## config.mk

```make
export PLATFORM = sky130hd
export DESIGN_NAME = flash_cmd_ctrl
export DESIGN_NICKNAME = d
export VERILOG_FILES = /design/src/rtl/fcc_pkg.sv /design/src/rtl/fcc_bus_capture.sv /design/src/rtl/fcc_erase_win.sv /design/src/rtl/fcc_id_mux.sv /design/src/rtl/fcc_seq_fsm.sv /design/src/rtl/flash_cmd_ctrl.sv
export SDC_FILE = /design/constraint.sdc
export NUM_CORES = 1
export LEC_CHECK = 0
export BUFFER_PORTS_ARGS = -buffer_cell sky130_fd_sc_hd__buf_2
export CAP_MARGIN = 5
export CORE_MARGIN = 4
export CORE_UTILIZATION = 47
export CTS_BUF_LIST = sky130_fd_sc_hd__clkbuf_8 sky130_fd_sc_hd__clkbuf_16
export DETAILED_ROUTE_END_ITERATION = 16
export GPL_TIMING_DRIVEN = 0
export HOLD_SLACK_MARGIN = 0.1
export PLACE_DENSITY_LB_ADDON = 0.2
export SLEW_MARGIN = 20
export SYNTH_ARGS = -nofsm -noshare
export SYNTH_HDL_FRONTEND = slang
export SYNTH_SLANG_ARGS = --single-unit
```

## constraint.sdc

```tcl
create_clock -name clk -period 2.9 [get_ports clk]
set_input_delay 0.29 -clock clk [delete_from_list [all_inputs] [get_ports clk]]
set_output_delay 0.29 -clock clk [all_outputs]
set_load 0.02 [all_outputs]
```

## src/rtl/fcc_pkg.sv

```systemverilog
package fcc_pkg;

   typedef enum logic [3:0] {
      M_READ      = 4'd0,
      M_ID        = 4'd1,
      M_QUERY     = 4'd2,
      M_PROG_WAIT = 4'd3,
      M_PROG_BUSY = 4'd4,
      M_ERASE_WIN = 4'd5,
      M_ERASE_BSY = 4'd6,
      M_SUSP      = 4'd7,
      M_FAIL      = 4'd8
   } mode_t;

   typedef enum logic [2:0] {
      PH_IDLE = 3'd0,
      PH_U1   = 3'd1,
      PH_U2   = 3'd2,
      PH_E3   = 3'd3,
      PH_E4   = 3'd4,
      PH_E5   = 3'd5
   } phase_t;

   localparam logic [7:0] C_UNLK1 = 8'hAA;
   localparam logic [7:0] C_UNLK2 = 8'h55;
   localparam logic [7:0] C_IDENT = 8'h90;
   localparam logic [7:0] C_PROG  = 8'hA0;
   localparam logic [7:0] C_ERSET = 8'h80;
   localparam logic [7:0] C_CHIP  = 8'h10;
   localparam logic [7:0] C_SECT  = 8'h30;
   localparam logic [7:0] C_RST   = 8'hF0;
   localparam logic [7:0] C_SUSP  = 8'hB0;
   localparam logic [7:0] C_QUERY = 8'h98;

   localparam logic [1:0] RS_ARRAY  = 2'd0;
   localparam logic [1:0] RS_IDENT  = 2'd1;
   localparam logic [1:0] RS_QUERY  = 2'd2;
   localparam logic [1:0] RS_STATUS = 2'd3;

endpackage

```

## src/rtl/fcc_bus_capture.sv

```systemverilog
module fcc_bus_capture #(
   parameter int ADDR_W      = 19,
   parameter int SYNC_STAGES = 2
) (
   input  logic              clk,
   input  logic              rst_n,
   input  logic              ce_n,
   input  logic              we_n,
   input  logic              oe_n,
   input  logic [ADDR_W-1:0] addr,
   input  logic [7:0]        din,
   output logic              wr_stb,
   output logic [ADDR_W-1:0] wr_addr,
   output logic [7:0]        wr_data
);
   localparam int BW = ADDR_W + 8 + 3;

   logic [BW-1:0] raw;
   logic [BW-1:0] smp;
   assign raw = {ce_n, we_n, oe_n, addr, din};

   generate
      if (SYNC_STAGES == 0) begin : g_direct
         assign smp = raw;
      end else begin : g_sync
         logic [BW-1:0] stg [SYNC_STAGES];
         always_ff @(posedge clk or negedge rst_n) begin
            if (!rst_n) begin
               for (int i = 0; i < SYNC_STAGES; i++) stg[i] <= '1;
            end else begin
               stg[0] <= raw;
               for (int i = 1; i < SYNC_STAGES; i++) stg[i] <= stg[i-1];
            end
         end
         assign smp = stg[SYNC_STAGES-1];
      end
   endgenerate

   logic              s_ce_n, s_we_n, s_oe_n;
   logic [ADDR_W-1:0] s_addr;
   logic [7:0]        s_din;
   assign {s_ce_n, s_we_n, s_oe_n, s_addr, s_din} = smp;

   logic act, act_q;
   logic [ADDR_W-1:0] addr_lat;
   logic [7:0]        dat_lat;

   assign act = !s_ce_n && !s_we_n && s_oe_n;

   always_ff @(posedge clk or negedge rst_n) begin
      if (!rst_n) begin
         act_q    <= 1'b0;
         addr_lat <= '0;
         dat_lat  <= '0;
      end else begin
         act_q <= act;
         if (act && !act_q) addr_lat <= s_addr;
         if (act)           dat_lat  <= s_din;
      end
   end

   assign wr_stb  = act_q && !act;
   assign wr_addr = addr_lat;
   assign wr_data = dat_lat;


   cap_single_chk: assert property (@(posedge clk) disable iff (!rst_n)
      wr_stb |=> !wr_stb);

endmodule

```

## src/rtl/fcc_erase_win.sv

```systemverilog
module fcc_erase_win #(
   parameter int SECT_BITS  = 3,
   parameter int WIN_CYCLES = 2500
) (
   input  logic                      clk,
   input  logic                      rst_n,
   input  logic                      arm,
   input  logic                      halt,
   input  logic                      clr,
   input  logic [SECT_BITS-1:0]      sect,
   output logic                      expire,
   output logic [(1<<SECT_BITS)-1:0] mask
);
   localparam int NSECT = 1 << SECT_BITS;
   localparam int CNT_W = (WIN_CYCLES > 1) ? $clog2(WIN_CYCLES) : 1;
   localparam logic [CNT_W-1:0] CNT_TOP = CNT_W'(WIN_CYCLES - 1);

   logic [CNT_W-1:0] cnt;
   logic             run;
   logic [NSECT-1:0] sel;

   assign sel = NSECT'(1) << sect;

   always_ff @(posedge clk or negedge rst_n) begin
      if (!rst_n) begin
         cnt  <= '0;
         run  <= 1'b0;
         mask <= '0;
      end else begin
         if (clr)      mask <= '0;
         else if (arm) mask <= mask | sel;
         if (arm) begin
            run <= 1'b1;
            cnt <= CNT_TOP;
         end else if (halt) begin
            run <= 1'b0;
         end else if (run) begin
            if (cnt == '0) run <= 1'b0;
            else           cnt <= cnt - 1'b1;
         end
      end
   end

   assign expire = run && (cnt == '0) && !arm && !halt;


   win_arm_chk: assert property (@(posedge clk) disable iff (!rst_n)
      arm |=> (run && mask != '0));


   win_hold_chk: assert property (@(posedge clk) disable iff (!rst_n)
      (run && !arm && !halt && cnt != '0) |=> (run && !expire || cnt == '0));

endmodule

```

## src/rtl/fcc_id_mux.sv

```systemverilog
module fcc_id_mux #(
   parameter int         SECT_BITS = 3,
   parameter logic [7:0] MFR_ID    = 8'hC2,
   parameter logic [7:0] DEV_ID    = 8'h4F
) (
   input  logic [1:0]                offs,
   input  logic [SECT_BITS-1:0]      sect,
   input  logic [(1<<SECT_BITS)-1:0] prot_map,
   output logic [7:0]                id_byte
);
   localparam int NSECT = 1 << SECT_BITS;

   logic [NSECT-1:0] hit;
   genvar g;
   generate
      for (g = 0; g < NSECT; g++) begin : g_sect
         assign hit[g] = prot_map[g] && (sect == SECT_BITS'(g));
      end
   endgenerate

   always_comb begin
      case (offs)
         2'd0:    id_byte = MFR_ID;
         2'd1:    id_byte = DEV_ID;
         2'd2:    id_byte = {7'd0, |hit};
         default: id_byte = 8'h00;
      endcase
   end


   id_prot_chk: assert final ((offs != 2'd2) || (id_byte[7:1] == 7'd0));

endmodule

```

## src/rtl/fcc_seq_fsm.sv

```systemverilog
module fcc_seq_fsm
   import fcc_pkg::*;
#(
   parameter int ADDR_W    = 19,
   parameter int SECT_BITS = 3,
   parameter int UNLOCK_W  = 11
) (
   input  logic                      clk,
   input  logic                      rst_n,
   input  logic                      wr_stb,
   input  logic [ADDR_W-1:0]         wr_addr,
   input  logic [7:0]                wr_data,
   input  logic                      eng_done,
   input  logic                      eng_fail,
   input  logic [SECT_BITS-1:0]      rd_sect,
   input  logic                      win_exp,
   input  logic [(1<<SECT_BITS)-1:0] win_mask,
   output logic [3:0]                mode_code,
   output logic [1:0]                rd_sel,
   output logic                      prog_start,
   output logic [ADDR_W-1:0]         prog_addr,
   output logic [7:0]                prog_data,
   output logic                      erase_start,
   output logic                      erase_all,
   output logic                      susp_req,
   output logic                      resume_req,
   output logic                      win_arm,
   output logic                      win_halt,
   output logic                      win_clr,
   output logic [SECT_BITS-1:0]      win_sect
);
   localparam logic [UNLOCK_W-1:0] A_555 = UNLOCK_W'('h555);
   localparam logic [UNLOCK_W-1:0] A_2AA = UNLOCK_W'('h2AA);
   localparam logic [UNLOCK_W-1:0] A_055 = UNLOCK_W'('h055);

   mode_t  mode, mode_n, ret_mode, ret_n;
   phase_t phase, phase_n;
   logic   susp_ctx, susp_n, pend, pend_n;
   logic   p_prog, p_erase, p_susp, p_res, all_n;
   logic [ADDR_W-1:0] paddr_n;
   logic [7:0]        pdata_n;
   logic   is555, is2aa, is055;
   mode_t  base;

   assign is555    = wr_addr[UNLOCK_W-1:0] == A_555;
   assign is2aa    = wr_addr[UNLOCK_W-1:0] == A_2AA;
   assign is055    = wr_addr[UNLOCK_W-1:0] == A_055;
   assign base     = susp_ctx ? M_SUSP : M_READ;
   assign win_sect = wr_addr[ADDR_W-1 -: SECT_BITS];

   always_comb begin
      mode_n   = mode;
      phase_n  = phase;
      ret_n    = ret_mode;
      susp_n   = susp_ctx;
      pend_n   = pend;
      p_prog   = 1'b0;
      p_erase  = 1'b0;
      p_susp   = 1'b0;
      p_res    = 1'b0;
      all_n    = erase_all;
      paddr_n  = prog_addr;
      pdata_n  = prog_data;
      win_arm  = 1'b0;
      win_halt = 1'b0;
      win_clr  = 1'b0;
      case (mode)
         M_PROG_BUSY: begin
            if (eng_fail) begin
               mode_n  = M_FAIL;
               susp_n  = 1'b0;
               pend_n  = 1'b0;
               win_clr = 1'b1;
            end else if (eng_done) begin
               mode_n = base;
            end
         end
         M_ERASE_BSY: begin
            if (eng_fail) begin
               mode_n  = M_FAIL;
               susp_n  = 1'b0;
               win_clr = 1'b1;
            end else if (eng_done) begin
               mode_n  = M_READ;
               susp_n  = 1'b0;
               win_clr = 1'b1;
            end else if (wr_stb && wr_data == C_SUSP && !erase_all) begin
               mode_n = M_SUSP;
               susp_n = 1'b1;
               p_susp = 1'b1;
            end
         end
         M_FAIL: begin
            if (wr_stb && wr_data == C_RST) begin
               mode_n  = M_READ;
               phase_n = PH_IDLE;
            end
         end
         M_QUERY: begin
            if (wr_stb && wr_data == C_RST) mode_n = ret_mode;
         end
         M_PROG_WAIT: begin
            if (wr_stb) begin
               p_prog  = 1'b1;
               paddr_n = wr_addr;
               pdata_n = wr_data;
               mode_n  = M_PROG_BUSY;
            end
         end
         M_ERASE_WIN: begin
            if (wr_stb) begin
               if (wr_data == C_SECT) begin
                  win_arm = 1'b1;
               end else if (wr_data == C_SUSP) begin
                  win_halt = 1'b1;
                  mode_n   = M_SUSP;
                  susp_n   = 1'b1;
                  pend_n   = 1'b1;
               end else begin
                  win_halt = 1'b1;
                  win_clr  = 1'b1;
                  mode_n   = M_READ;
               end
            end else if (win_exp) begin
               p_erase = 1'b1;
               all_n   = 1'b0;
               mode_n  = M_ERASE_BSY;
            end
         end
         default: begin
            if (wr_stb) begin
               case (phase)
                  PH_IDLE: begin
                     if (wr_data == C_RST) begin
                        mode_n = base;
                     end else if (wr_data == C_QUERY && is055) begin
                        ret_n  = mode;
                        mode_n = M_QUERY;
                     end else if (mode != M_ID && wr_data == C_UNLK1 && is555) begin
                        phase_n = PH_U1;
                     end else if (mode == M_SUSP && wr_data == C_SECT) begin
                        mode_n = M_ERASE_BSY;
                        susp_n = 1'b0;
                        pend_n = 1'b0;
                        all_n  = 1'b0;
                        if (pend) p_erase = 1'b1;
                        else      p_res   = 1'b1;
                     end
                  end
                  PH_U1: begin
                     if (wr_data == C_UNLK2 && is2aa) phase_n = PH_U2;
                     else begin phase_n = PH_IDLE; mode_n = base; end
                  end
                  PH_U2: begin
                     phase_n = PH_IDLE;
                     if (is555 && wr_data == C_IDENT)      mode_n = M_ID;
                     else if (is555 && wr_data == C_PROG)  mode_n = M_PROG_WAIT;
                     else if (is555 && wr_data == C_ERSET && mode == M_READ) phase_n = PH_E3;
                     else mode_n = base;
                  end
                  PH_E3: begin
                     if (wr_data == C_UNLK1 && is555) phase_n = PH_E4;
                     else begin phase_n = PH_IDLE; mode_n = base; end
                  end
                  PH_E4: begin
                     if (wr_data == C_UNLK2 && is2aa) phase_n = PH_E5;
                     else begin phase_n = PH_IDLE; mode_n = base; end
                  end
                  PH_E5: begin
                     phase_n = PH_IDLE;
                     if (wr_data == C_CHIP && is555) begin
                        p_erase = 1'b1;
                        all_n   = 1'b1;
                        mode_n  = M_ERASE_BSY;
                     end else if (wr_data == C_SECT) begin
                        win_arm = 1'b1;
                        all_n   = 1'b0;
                        mode_n  = M_ERASE_WIN;
                     end else begin
                        mode_n = base;
                     end
                  end
                  default: begin
                     phase_n = PH_IDLE;
                     mode_n  = base;
                  end
               endcase
            end
         end
      endcase
   end

   always_ff @(posedge clk or negedge rst_n) begin
      if (!rst_n) begin
         mode        <= M_READ;
         phase       <= PH_IDLE;
         ret_mode    <= M_READ;
         susp_ctx    <= 1'b0;
         pend        <= 1'b0;
         prog_start  <= 1'b0;
         erase_start <= 1'b0;
         susp_req    <= 1'b0;
         resume_req  <= 1'b0;
         erase_all   <= 1'b0;
         prog_addr   <= '0;
         prog_data   <= '0;
      end else begin
         mode        <= mode_n;
         phase       <= phase_n;
         ret_mode    <= ret_n;
         susp_ctx    <= susp_n;
         pend        <= pend_n;
         prog_start  <= p_prog;
         erase_start <= p_erase;
         susp_req    <= p_susp;
         resume_req  <= p_res;
         erase_all   <= all_n;
         prog_addr   <= paddr_n;
         prog_data   <= pdata_n;
      end
   end

   assign mode_code = mode;

   always_comb begin
      case (mode)
         M_ID:        rd_sel = RS_IDENT;
         M_QUERY:     rd_sel = RS_QUERY;
         M_PROG_BUSY,
         M_ERASE_WIN,
         M_ERASE_BSY,
         M_FAIL:      rd_sel = RS_STATUS;
         M_SUSP:      rd_sel = win_mask[rd_sect] ? RS_STATUS : RS_ARRAY;
         default:     rd_sel = RS_ARRAY;
      endcase
   end


   prog_enter_chk: assert property (@(posedge clk) disable iff (!rst_n)
      prog_start |-> (mode == M_PROG_BUSY));


   busy_hold_chk: assert property (@(posedge clk) disable iff (!rst_n)
      (mode == M_PROG_BUSY && !eng_done && !eng_fail) |=> (mode == M_PROG_BUSY));


   pulse_excl_chk: assert property (@(posedge clk) disable iff (!rst_n)
      $onehot0({prog_start, erase_start, susp_req, resume_req}));


   fail_hold_chk: assert property (@(posedge clk) disable iff (!rst_n)
      (mode == M_FAIL && !(wr_stb && wr_data == C_RST)) |=> (mode == M_FAIL));


   query_hold_chk: assert property (@(posedge clk) disable iff (!rst_n)
      (mode == M_QUERY && !(wr_stb && wr_data == C_RST)) |=> (mode == M_QUERY));


   erase_enter_chk: assert property (@(posedge clk) disable iff (!rst_n)
      erase_start |-> (mode == M_ERASE_BSY));

endmodule

```

## src/rtl/flash_cmd_ctrl.sv

```systemverilog
module flash_cmd_ctrl
   import fcc_pkg::*;
#(
   parameter int         ADDR_W      = 19,
   parameter int         SECT_BITS   = 3,
   parameter int         UNLOCK_W    = 11,
   parameter int         WIN_CYCLES  = 2500,
   parameter int         SYNC_STAGES = 2,
   parameter logic [7:0] MFR_ID      = 8'hC2,
   parameter logic [7:0] DEV_ID      = 8'h4F
) (
   input  logic                      clk,
   input  logic                      rst_n,
   input  logic                      bus_ce_n,
   input  logic                      bus_we_n,
   input  logic                      bus_oe_n,
   input  logic [ADDR_W-1:0]         bus_addr,
   input  logic [7:0]                bus_din,
   input  logic                      eng_done,
   input  logic                      eng_fail,
   input  logic [(1<<SECT_BITS)-1:0] prot_map,
   output logic [3:0]                mode_code,
   output logic [1:0]                rd_sel,
   output logic [7:0]                id_byte,
   output logic                      prog_start,
   output logic [ADDR_W-1:0]         prog_addr,
   output logic [7:0]                prog_data,
   output logic                      erase_start,
   output logic                      erase_all,
   output logic [(1<<SECT_BITS)-1:0] erase_mask,
   output logic                      susp_req,
   output logic                      resume_req
);
   localparam int NSECT = 1 << SECT_BITS;

   generate
      if (UNLOCK_W < 11 || UNLOCK_W > ADDR_W) begin : g_bad_unlock
         $error("UNLOCK_W must lie between 11 and ADDR_W");
      end
      if (SECT_BITS < 1 || SECT_BITS > ADDR_W - 2) begin : g_bad_sect
         $error("SECT_BITS out of range for ADDR_W");
      end
      if (WIN_CYCLES < 2) begin : g_bad_win
         $error("WIN_CYCLES must be at least 2");
      end
      if (SYNC_STAGES < 0 || SYNC_STAGES > 4) begin : g_bad_sync
         $error("SYNC_STAGES must lie between 0 and 4");
      end
   endgenerate

   logic              wr_stb;
   logic [ADDR_W-1:0] wr_addr;
   logic [7:0]        wr_data;
   logic              win_arm, win_halt, win_clr, win_exp;
   logic [SECT_BITS-1:0] win_sect;
   logic [SECT_BITS-1:0] rd_sect;

   assign rd_sect = bus_addr[ADDR_W-1 -: SECT_BITS];

   fcc_bus_capture #(
      .ADDR_W      (ADDR_W),
      .SYNC_STAGES (SYNC_STAGES)
   ) u_cap (
      .clk     (clk),
      .rst_n   (rst_n),
      .ce_n    (bus_ce_n),
      .we_n    (bus_we_n),
      .oe_n    (bus_oe_n),
      .addr    (bus_addr),
      .din     (bus_din),
      .wr_stb  (wr_stb),
      .wr_addr (wr_addr),
      .wr_data (wr_data)
   );

   fcc_seq_fsm #(
      .ADDR_W    (ADDR_W),
      .SECT_BITS (SECT_BITS),
      .UNLOCK_W  (UNLOCK_W)
   ) u_fsm (
      .clk         (clk),
      .rst_n       (rst_n),
      .wr_stb      (wr_stb),
      .wr_addr     (wr_addr),
      .wr_data     (wr_data),
      .eng_done    (eng_done),
      .eng_fail    (eng_fail),
      .rd_sect     (rd_sect),
      .win_exp     (win_exp),
      .win_mask    (erase_mask),
      .mode_code   (mode_code),
      .rd_sel      (rd_sel),
      .prog_start  (prog_start),
      .prog_addr   (prog_addr),
      .prog_data   (prog_data),
      .erase_start (erase_start),
      .erase_all   (erase_all),
      .susp_req    (susp_req),
      .resume_req  (resume_req),
      .win_arm     (win_arm),
      .win_halt    (win_halt),
      .win_clr     (win_clr),
      .win_sect    (win_sect)
   );

   fcc_erase_win #(
      .SECT_BITS  (SECT_BITS),
      .WIN_CYCLES (WIN_CYCLES)
   ) u_win (
      .clk    (clk),
      .rst_n  (rst_n),
      .arm    (win_arm),
      .halt   (win_halt),
      .clr    (win_clr),
      .sect   (win_sect),
      .expire (win_exp),
      .mask   (erase_mask)
   );

   fcc_id_mux #(
      .SECT_BITS (SECT_BITS),
      .MFR_ID    (MFR_ID),
      .DEV_ID    (DEV_ID)
   ) u_id (
      .offs     (bus_addr[1:0]),
      .sect     (rd_sect),
      .prot_map (prot_map),
      .id_byte  (id_byte)
   );


   abort_clear_chk: assert property (@(posedge clk) disable iff (!rst_n)
      (mode_code == 4'd5 && wr_stb && wr_data != 8'h30 && wr_data != 8'hB0)
         |=> (mode_code == 4'd0 && erase_mask == '0 && !erase_start));


   mask_idle_chk: assert property (@(posedge clk) disable iff (!rst_n)
      (mode_code == 4'd0) |-> !(prog_start || susp_req || resume_req));

   logic [NSECT-1:0] unused_ok;
   assign unused_ok = '0;

endmodule

```

; After elaboration in Yosys (flattened, before gate mapping)
; Index checks and enable logic that the tools add are counted.
[totals]
word_cells = 287
ff_bits = 154
[op_classes]
addsub = 1
shift = 1
n_bitwise = 7
n_reduce_logical = 69
eq_ne = 70
order_cmp = 1
n_mux = 118
[op_table]
columns = op, n
row1 = $mux W4, 23
row2 = $mux W1, 60
row3 = $eq A8 B8 Y1 const B, 7
row4 = $mux W12, 4
row5 = $mux W3, 11
row6 = $ne A3 B3 Y1 const B, 10
row7 = $logic_and A1 B1 Y1, 29
row8 = $pmux W4 S6, 1
row9 = $pmux W8 S3, 1
row10 = $ne A10 B8 Y1 const B, 2
row11 = $pmux W4 S5, 1
row12 = $eq A3 B3 Y1 const B, 6
row13 = $eq A4 B3 Y1 const B, 4
row14 = $mux W8, 2
row15 = $ne A2 B1 Y1 const B, 8
row16 = $ne A8 B8 Y1 const B, 2
row17 = $pmux W3 S5, 1
row18 = $reduce_and A13 Y1, 1
row19 = $eq A3 B2 Y1 const B, 4
row20 = $logic_not A12 Y1, 1
row21 = $ne A4 B4 Y1 const B, 3
row22 = $reduce_and A12 Y1, 1
row23 = $reduce_bool A3 Y1, 4
row24 = $sub A12 B1 Y12 const B, 1
row25 = other kinds (47), 80

; Logic depth before layout (Yosys ltp)
; Gate-level depths: netlist of the first run.
[logic_depth]
depth_word = 13
ltp_mapped = 9
ltp_nobuf = 8

; Modules after synthesis
; A second synthesis of the first run with hierarchy kept.
[unflattened]
hier_cells = 547
hier_area_um2 = 6841.6
[by_module_without_submodules]
columns = module, area_per_inst_um2, cells_each, instances, seq_area_each_um2
row1 = fcc_seq_fsm, 2956.6, 300, 1, 1126.1
row2 = fcc_bus_capture, 2692.6, 121, 1, 2277.2
row3 = fcc_erase_win, 1067.3, 109, 1, 525.5
row4 = fcc_id_mux, 125.1, 17, 1, 0.0

; Least setup slack after synthesis of the first run
; No wires, ideal clock.
[synth_timing]
path_type = register -> register
startpoint = reg u_win.cnt[0]
endpoint = reg u_fsm.mode[0], in the netlist u_fsm.mode_code[0]
arrival_time_ns = 2.661
n_path_buf = 1
required_ns = 2.775
slack_ns = 0.114
period_less_slack_ns = 2.786
setup_ns = 0.125
path_stages_with_launch = 10
cell_sequence = dfrtp_1 -> inv_1 -> ha_1 -> or4b_2 -> nor3_2 -> nand2_1 -> o311a_1 -> or4_1 -> buf_2 -> mux2_4
[synth_between]
elab_chain_cells = 6
[synth_lines]
columns = item, line
row1 = start: declaration, fcc_erase_win.sv:18  ; logic [CNT_W-1:0] cnt;
row2 = start signal: assignment, fcc_erase_win.sv:39  ; else cnt <= cnt - 1'b1;
row3 = $logic_not A12 Y1, fcc_erase_win.sv:44  ; assign expire = run && (cnt == '0) && !arm && !halt;
row4 = $logic_and A1 B1 Y1 (3 in a row), fcc_erase_win.sv:44
row5 = $ne A3 B1 Y1 (no source line), n/a
row6 = $reduce_and A13 Y1 (no source line), n/a
row7 = end signal: assignment, fcc_seq_fsm.sv:208  ; mode <= mode_n;
row8 = end: declaration, fcc_seq_fsm.sv:36  ; mode_t mode, mode_n, ret_mode, ret_n;
; No other way between the ends.
; A chain may end at the register's enable or synchronous reset.

; Worst setup path in the final report of the first run
[layout_timing]
startpoint = reg u_win.cnt[6]
endpoint = reg u_fsm.mode[3], in the netlist u_fsm.mode_code[3]
; Same word-level chain as after synthesis.

==> results of run 1 <==
cell type report:
cell class	instances	area, µm²
Fill cell	1069	5090
Sequential cell	154	3930
Clock inverter	13	166
Tap cell	176	220
Multi-Input combinational cell	384	2520
Timing Repair Buffer	129	843
Clock buffer	19	453
Inverter	9	33.8
Buffer	29	145
Yosys cell counts, types with 4 or more instances:
| cell type | n |
|---|---|
| sky130_fd_sc_hd__a21oi_1 | 22 |
| sky130_fd_sc_hd__a31oi_1 | 10 |
| sky130_fd_sc_hd__and3_1 | 6 |
| sky130_fd_sc_hd__buf_2 | 4 |
| sky130_fd_sc_hd__buf_4 | 4 |
| sky130_fd_sc_hd__clkbuf_1 | 20 |
| sky130_fd_sc_hd__dfrtp_1 | 94 |
| sky130_fd_sc_hd__dfstp_2 | 60 |
| sky130_fd_sc_hd__inv_1 | 7 |
| sky130_fd_sc_hd__mux2_2 | 29 |
| sky130_fd_sc_hd__mux2_4 | 4 |
| sky130_fd_sc_hd__mux4_2 | 4 |
| sky130_fd_sc_hd__nand2_1 | 111 |
| sky130_fd_sc_hd__nand2b_1 | 7 |
| sky130_fd_sc_hd__nand3_1 | 8 |
| sky130_fd_sc_hd__nand4_1 | 9 |
| sky130_fd_sc_hd__nor2_1 | 33 |
| sky130_fd_sc_hd__nor2b_1 | 9 |
| sky130_fd_sc_hd__nor3_1 | 16 |
| sky130_fd_sc_hd__nor3b_1 | 10 |
| sky130_fd_sc_hd__nor4_1 | 5 |
| sky130_fd_sc_hd__o211ai_1 | 4 |
| sky130_fd_sc_hd__o21ai_0 | 14 |
| sky130_fd_sc_hd__or3_1 | 4 |
| sky130_fd_sc_hd__or4_1 | 4 |
| sky130_fd_sc_hd__xnor2_1 | 4 |
| sky130_fd_sc_hd__xor2_1 | 4 |
cell usage in the layout, fill, tap and decap left out, types with 14 or more instances in the layout:
| master | n |
|---|---|
| sky130_fd_sc_hd__nor3_1 | 16 |
| sky130_fd_sc_hd__dfrtp_1 | 94 |
| sky130_fd_sc_hd__a21oi_1 | 21 |
| sky130_fd_sc_hd__o21ai_0 | 14 |
| sky130_fd_sc_hd__nand2_1 | 111 |
| sky130_fd_sc_hd__mux2_2 | 29 |
| sky130_fd_sc_hd__buf_2 | 94 |
| sky130_fd_sc_hd__dlygate4sd3_1 | 31 |
| sky130_fd_sc_hd__nor2_1 | 32 |
| sky130_fd_sc_hd__clkbuf_16 | 17 |
| sky130_fd_sc_hd__dfstp_2 | 60 |
per-layer routing:
| metal | global-route usage | wire, µm | vias up |
|---|---|---|---|
| li1 | - | - | 2328 |
| met1 | 0.284 | 7070 | 2413 |
| met2 | 0.322 | 7300 | 177 |
| met3 | 0.0529 | 895 | 34 |
| met4 | 0.0823 | 367 | 0 |
| met5 | 0 | 0 | - |
logic make-up (layout without fill, tap and decap cells):
kind of cell,after synthesis,after routing,synth area share
buf+inv,39,199,0.0256
other cells,1,2,0.000577
mux,39,39,0.0764
compound gates,80,80,0.0806
xor+xnor,8,8,0.0108
simple gates,254,254,0.200
flops,154,154,0.604
fa+ha+maj,1,1,0.00192
per-stage QoR:
step / instance area [µm²] / power (mW) / TNS, ns
3_3_place_gp: 7190 / 4.06 / -52.48
2_1_floorplan: 6510 / 3.59 / 0
3_5_place_dp: 7230 / 4.09 / -5.45
6_report: 8310 / 6.48 / 0
4_1_cts: 8220 / 6.45 / 0
5_1_grt: 8310 / 6.80 / 0
worst reg2reg max path, cell delays in order (launching register included):
cell                      delay, ns
sky130_fd_sc_hd__dfrtp_1       0.40
sky130_fd_sc_hd__or4_1         0.53
sky130_fd_sc_hd__buf_4         0.18
sky130_fd_sc_hd__nor3_2        0.17
sky130_fd_sc_hd__nand2_1       0.12
sky130_fd_sc_hd__o311a_1       0.31
sky130_fd_sc_hd__or4_1         0.51
sky130_fd_sc_hd__buf_4         0.17
sky130_fd_sc_hd__mux2_4        0.29
worst paths after layout:
| path | start | to | slack, ns | cells past startpoint |
|---|---|---|---|---|
| worst max-delay path | u_win.cnt[6] | u_fsm.mode_code[3] | 0.12 | 8 |
| worst min-delay path | eng_done | u_fsm.susp_req | 0.35 | 4 |
| worst max register to register | u_win.cnt[6] | u_fsm.mode_code[3] | 0.12 | 8 |
| worst min register to register | u_cap.g_sync.stg[36] | u_cap.smp[6] | 0.35 | 0 |
| max in group asynchronous | rst_n | u_cap.g_sync.stg[57] | 1.71 | 3 |
| min in group asynchronous | rst_n | u_fsm.prog_addr[6] | 0.40 | 2 |
registers in the layout, summed over array words and instances (netlist names), 3 cells and up:
register / flops
u_cap.wr_addr: 19
u_cap.smp: 30
u_fsm.prog_data: 8
u_win.mask: 8
u_fsm.phase: 3
u_win.cnt: 12
u_fsm.mode_code: 4
u_fsm.prog_addr: 19
u_fsm.ret_mode: 4
u_cap.wr_data: 8
u_cap.g_sync.stg: 30
what timing repair did:
| item | 4_1_cts | 5_1_grt |
|---|---|---|
| hold buffers | 31 | 0 |
| hold endpoints to repair | 51 | 0 |
| endpoints found under the setup margin | 31 | 45 |
| pin swaps | 1 | 2 |
| gates cloned | 0 | 0 |
| gates resized for setup | 13 | 27 |
| buffers inserted | 1 | 3 |
power by group through the flow:
stage / Combinational [mW] / Sequential [mW] / Clock [mW]
after global placement: 1.45 / 2.61 / 0
after detailed placement: 1.47 / 2.62 / 0
final: 1.59 / 2.59 / 2.30
after floorplan: 0.906 / 2.68 / 0
after global routing: 1.74 / 2.62 / 2.43
after CTS: 1.53 / 2.59 / 2.33
==> impl_summary.log, run 1 <==
INFO  metric yosysTopAreaCell = sky130_fd_sc_hd__dfrtp_1
INFO  metric area.growth.synth_to_final = 27.7%
INFO  metric finalWeightedCongestion = 0.941
INFO  metric power_density = 781 nW/µm²
INFO  metric grt_start_max_net_pins = 91
INFO  metric final_util = 0.620
INFO  metric vias_per_cell = 5.42
INFO  metric clock_sinks = 154
INFO  metric drt_iter0_markers = 360
INFO  metric synth_area_leaders = sky130_fd_sc_hd__dfrtp_1 (36%), sky130_fd_sc_hd__dfstp_2 (24%), sky130_fd_sc_hd__nand2_1 (6.4%)
INFO  metric path_class = reg -> reg
INFO  metric grt_first_pass_wirelength = 26.2 mm
INFO  metric max_slew.worst_pin.slew = 0.782 ns
INFO  metric p_int = 4.45 mW
INFO  metric stdcell_count = 913
INFO  metric clkSlewWorstSetupHoldPaths = 0.06 ns
INFO  metric detail_route.drc_violations = 0
INFO  metric chipHeight = 126 µm
INFO  metric comb_power_share = 0.245
INFO  metric worstSetupStartpointType = flip-flop
INFO  metric antenna_violations_before_repair = 0
INFO  metric floorplan.die_area = 15,800 µm²
INFO  metric synth_async_sr_flop_share = 1.00
INFO  metric synth.avg_cell_area = 11.3 µm²
INFO  metric grt_usage = 0.208
INFO  metric power.switching_fraction = 0.314
INFO  metric number_of_buffers_on_the_longest_clock_path = 2
INFO  metric dp.final_hpwl = 10.7 mm
INFO  metric critPathRequiredTime = 3.20 ns
INFO  metric dpl.cell_count = 847
INFO  metric routed-via-count = 4,952
INFO  metric final-setup-viol-count = 0
INFO  metric die_w = 126 µm
INFO  metric path_delay_family = simple AND/OR/NAND/NOR gates
INFO  metric status = finished, final reports clean
INFO  metric floorplan.initialDensity = 0.485
INFO  metric rows = 42
INFO  metric cts_made_buffers = 17
INFO  metric cp.buffers_inverters = 2
INFO  metric yosys_register_bits = 154
INFO  metric irDropWorstVdd = 0.000402 V
INFO  metric critical-path-slowest-cell = sky130_fd_sc_hd__or4_1
INFO  metric syn-cell-area = 6500 µm²
INFO  metric timing.max_cap.violations = 0
INFO  metric worst_ep_arrival_time = 3.09 ns
INFO  metric finalWirelength = 15.6 mm
INFO  metric ys.warnings.count = 0
INFO  metric synth.lib_cells_used.distinct = 72
INFO  metric grt_setup_unrepaired = false
INFO  metric dp_slack = -0.363 ns
INFO  metric cts_htree_levels = 4
INFO  metric report.final.slew_viol_count = 0
INFO  metric fin_crit = 2.78 ns
INFO  metric design.core.area = 13,400 µm²
INFO  metric total_switching_power = 2.03 mW
INFO  metric nets = 767
INFO  metric power_frac_seq = 0.400
INFO  metric yosysTopAreaCellShare = 0.362
INFO  metric relative_slew_margins = 0.477
INFO  metric detail_route.wl_per_cell = 17.1 µm
INFO  metric max_freq = 359 MHz
INFO  metric synth_edf_count = 0
INFO  metric layout-drive-gt1-share = 0.368
INFO  metric finalWorstSetupSlack = 0.117 ns
INFO  metric clkLatencyLatePin = 0.42 ns
INFO  metric ctsRootBufferMaster = sky130_fd_sc_hd__clkbuf_16
INFO  metric critical_path.endpoint_type = flip-flop
INFO  metric firstDrtPassIters = 5
INFO  metric grt_overflow = 0
INFO  metric io_pins = 96
INFO  metric worst-path-max-fanout = 8
INFO  metric finalClockSkew = 0.00777 ns
INFO  metric clkPwrFrac = 0.355
INFO  metric post_detailed_route_count_of_antenna_violating_nets = 0
INFO  metric final_hold_viol_count = 0
INFO  metric synthesis.instances = 576
INFO  metric tightest_hold_margin = 0.349 ns
INFO  metric vias_in_the_first_global_route = 5,103
INFO  metric cp_cell_sequence = or4_1 > buf_4 > nor3_2 > nand2_1 > o311a_1 > or4_1 > buf_4 > mux2_4
INFO  metric holdCritPathClass = in -> reg
INFO  metric period_share = 0.960
INFO  metric place.port_buffers = 93
INFO  metric num_antenna_cells = 0
INFO  metric critPathMaxStageDelay = 0.53 ns
INFO  metric tritoncts = yes
INFO  metric cellLeakagePower = 3.89 nW
INFO  metric ys.flop_type = sky130_fd_sc_hd__dfrtp_1
INFO  metric seq_area_frac_synth = 0.604
Note: power is estimated with default switching activity, not from simulation.
==> run 2, diff against run 1 <==
==> constraint.sdc (replaced) <==
create_clock -name clk -period 2.9 [get_ports clk]
set_input_delay 0.725 -clock clk [delete_from_list [all_inputs] [get_ports clk]]
set_output_delay 0.725 -clock clk [all_outputs]
set_load 0.02 [all_outputs]
==> impl_summary.log, run 2 (synthesis gave the netlist of run 1 again) <==
INFO  metric status = finished, final reports clean
INFO  metric ctsHoldBuffers = 0 (-100%)
INFO  metric clkPwrFrac = 0.356 (about the same)
INFO  metric number_of_buffers_on_the_longest_clock_path = 2 (unchanged)
INFO  metric critPathRequiredTime = 2.17 ns (-1.03 ns)
INFO  metric grt_setup_unrepaired = true
INFO  metric irDropWorstVdd = 0.000384 V (-4.6%)
INFO  metric finalClockSkew = 0.00654 ns (-0.00124 ns)
INFO  metric power_frac_seq = 0.404 (+0.004)
INFO  metric path_class = in -> out
INFO  metric clkSlewWorstSetupHoldPaths = 0.06 ns (about the same)
INFO  metric rows = 42 (unchanged)
INFO  metric total_area_of_multi_input_combinational_cells = 2540 µm² (+1.1%)
INFO  metric stdcell_area = 8050 µm² (-3.1%)
INFO  metric grt_start_max_net_pins = 91 (unchanged)
INFO  metric nets = 738 (-3.8%)
INFO  metric fin_crit = 2.83 ns (+0.0459 ns)
INFO  metric ctsRootBufferMaster = sky130_fd_sc_hd__clkbuf_16
INFO  metric finalSetupTns = 0 ns (unchanged)
INFO  metric cts_made_buffers = 17 (unchanged)
INFO  metric timing.max_cap.violations = 0 (unchanged)
INFO  metric cts_htree_levels = 4 (unchanged)
INFO  metric report.final.slew_viol_count = 0 (unchanged)
INFO  metric finalWeightedCongestion = 0.941 (unchanged)
INFO  metric finalWorstSetupSlack = 0.0708 ns (-0.0459 ns)
INFO  metric detail_route.wl_per_cell = 17.5 µm (+2.5%)
INFO  metric relative_slew_margins = 0.471 (-0.00618)
INFO  metric layout-drive-gt1-share = 0.393 (+0.0249)
INFO  metric power_density = 804 nW/µm² (+3.0%)
INFO  metric p_int = 4.43 mW (-0.41%)
INFO  metric io_pins = 96 (unchanged)
INFO  metric worst-path-max-fanout = 5 (-3)
INFO  metric period_share = 0.976 (+0.0158)
INFO  metric floorplan.die_area = 15,800 µm² (unchanged)
INFO  metric post_detailed_route_count_of_antenna_violating_nets = 0 (unchanged)
INFO  metric max_slew.worst_pin.slew = 0.792 ns (+0.00924 ns)
INFO  metric power.switching_fraction = 0.315 (+0.00171)
INFO  metric final.fill_count = 1,104 (+3.3%)
INFO  metric worstSetupStartpointType = input port
INFO  metric comb_power_share = 0.241 (-0.004)
INFO  metric tritoncts = yes
INFO  metric dp.final_hpwl = 10.7 mm (unchanged)
INFO  metric holdCritPathClass = in -> async
INFO  metric final-setup-viol-count = 0 (unchanged)
INFO  metric finalWirelength = 15.5 mm (-0.76%)
INFO  metric grt_first_pass_wirelength = 25.8 mm (-1.7%)
INFO  metric final_hold_viol_count = 0 (unchanged)
INFO  metric vias_in_the_first_global_route = 5,021 (-1.6%)
INFO  metric dp_slack = -0.363 ns (unchanged)
INFO  metric chipHeight = 126 µm (unchanged)
INFO  metric drt_iter0_markers = 353 (-1.9%)
INFO  metric die_w = 126 µm (unchanged)
INFO  metric layout_commonest_cell = sky130_fd_sc_hd__nand2_1
INFO  metric grt_usage = 0.205 (-0.00306)
INFO  metric worst_ep_arrival_time = 2.10 ns (-0.99 ns)
INFO  metric num_antenna_cells = 0 (unchanged)
INFO  metric place.port_buffers = 93 (unchanged)
INFO  metric max_freq = 353 MHz (-1.6%)
INFO  metric routed-via-count = 4,882 (-1.4%)
INFO  metric vias_per_cell = 5.52 (+1.8%)
INFO  metric tightest_hold_margin = 0.233 ns (-0.116 ns)
INFO  metric total_switching_power = 2.04 mW (+0.39%)
INFO  metric layout.cells.most_common_list = sky130_fd_sc_hd__nand2_1 (111), sky130_fd_sc_hd__buf_2 (94), sky130_fd_sc_hd__dfrtp_1 (93)
INFO  metric detail_route.drc_violations = 0 (unchanged)
INFO  metric floorplan.initialDensity = 0.485 (unchanged)
INFO  metric clock_sinks = 154 (unchanged)
INFO  metric cellLeakagePower = 3.78 nW (-2.8%)
INFO  metric dpl-instance-area = 7230 µm² (unchanged)
INFO  metric area.sequential = 3930 µm² (about the same)
INFO  metric design.core.area = 13,400 µm² (unchanged)
INFO  metric firstDrtPassIters = 6 (+1)
INFO  metric clkLatencyLatePin = 0.42 ns (about the same)
INFO  metric antenna_violations_before_repair = 0 (unchanged)
INFO  metric area.growth.synth_to_final = 23.8%
INFO  metric critical_path.endpoint_type = output port
INFO  metric grt_overflow = 0 (unchanged)
-- run 2: cell type report --
cell class	instances	area share
Sequential cell	154	0.488
Timing Repair Buffer	101	0.0693
Clock inverter	13	0.0207
Tap cell	176	0.0274
Inverter	9	0.00420
Buffer	28	0.0177
Multi-Input combinational cell	384	0.316
Clock buffer	19	0.0563
-- run 2: what timing repair did --
action | in CTS | in global routing
setup buffers | 1 | 6
pin swaps | 2 | 3
resized for setup | 20 | 28
endpoints found under the setup margin | 31 | 43
-- run 2: metrics by stage --
stage / total power [mW] / utilization / cells
after floorplan: 3.59 / - / 577
after global placement: 4.06 / 0.537 / 846
after detailed placement: 4.09 / 0.539 / 847
after CTS: 6.44 / 0.592 / 879
after global routing: 6.79 / 0.601 / 884
final: 6.47 / 0.601 / 884
-- run 2: power by group through the flow --
stage	Clock, mW	Combinational, mW	Sequential [mW]
5_1_grt	2.44	1.71	2.64
6_report	2.30	1.56	2.61
4_1_cts	2.33	1.50	2.60
2_1_floorplan	0	0.906	2.68
3_3_place_gp	0	1.45	2.61
3_5_place_dp	0	1.47	2.62
-- run 2: critical path, cell delays in order --
cell,delay [ns]
sky130_fd_sc_hd__buf_4,0.13
sky130_fd_sc_hd__mux4_2,0.54
sky130_fd_sc_hd__mux2i_4,0.20
sky130_fd_sc_hd__a21oi_2,0.10
sky130_fd_sc_hd__nor3_2,0.16
sky130_fd_sc_hd__nand2b_1,0.08
sky130_fd_sc_hd__buf_2,0.16
-- run 2: final timing paths --
| path | slack [ns] | cells past startpoint | endpoint | start |
|---|---|---|---|---|
| worst min-delay path | 0.23 | 1 | u_fsm.prog_addr[6] | rst_n |
| max in group asynchronous | 1.86 | 2 | u_cap.g_sync.stg[57] | rst_n |
| worst max register to register | 0.12 | 8 | u_fsm.mode_code[0] | u_win.cnt[6] |
| min in group clk | 0.35 | 0 | u_cap.smp[15] | u_cap.g_sync.stg[45] |
| worst max-delay path | 0.07 | 7 | rd_sel[1] | bus_addr[16] |
| worst min register to register | 0.35 | 0 | u_cap.smp[15] | u_cap.g_sync.stg[45] |
-- run 2: layer usage --
layer | GRT usage | up-vias | share of wire
met5 | 0 | - | 0
li1 | - | 2268 | -
met2 | 0.311 | 172 | 0.47
met1 | 0.279 | 2405 | 0.45
met4 | 0.0855 | 0 | 0.023
met3 | 0.0588 | 37 | 0.061
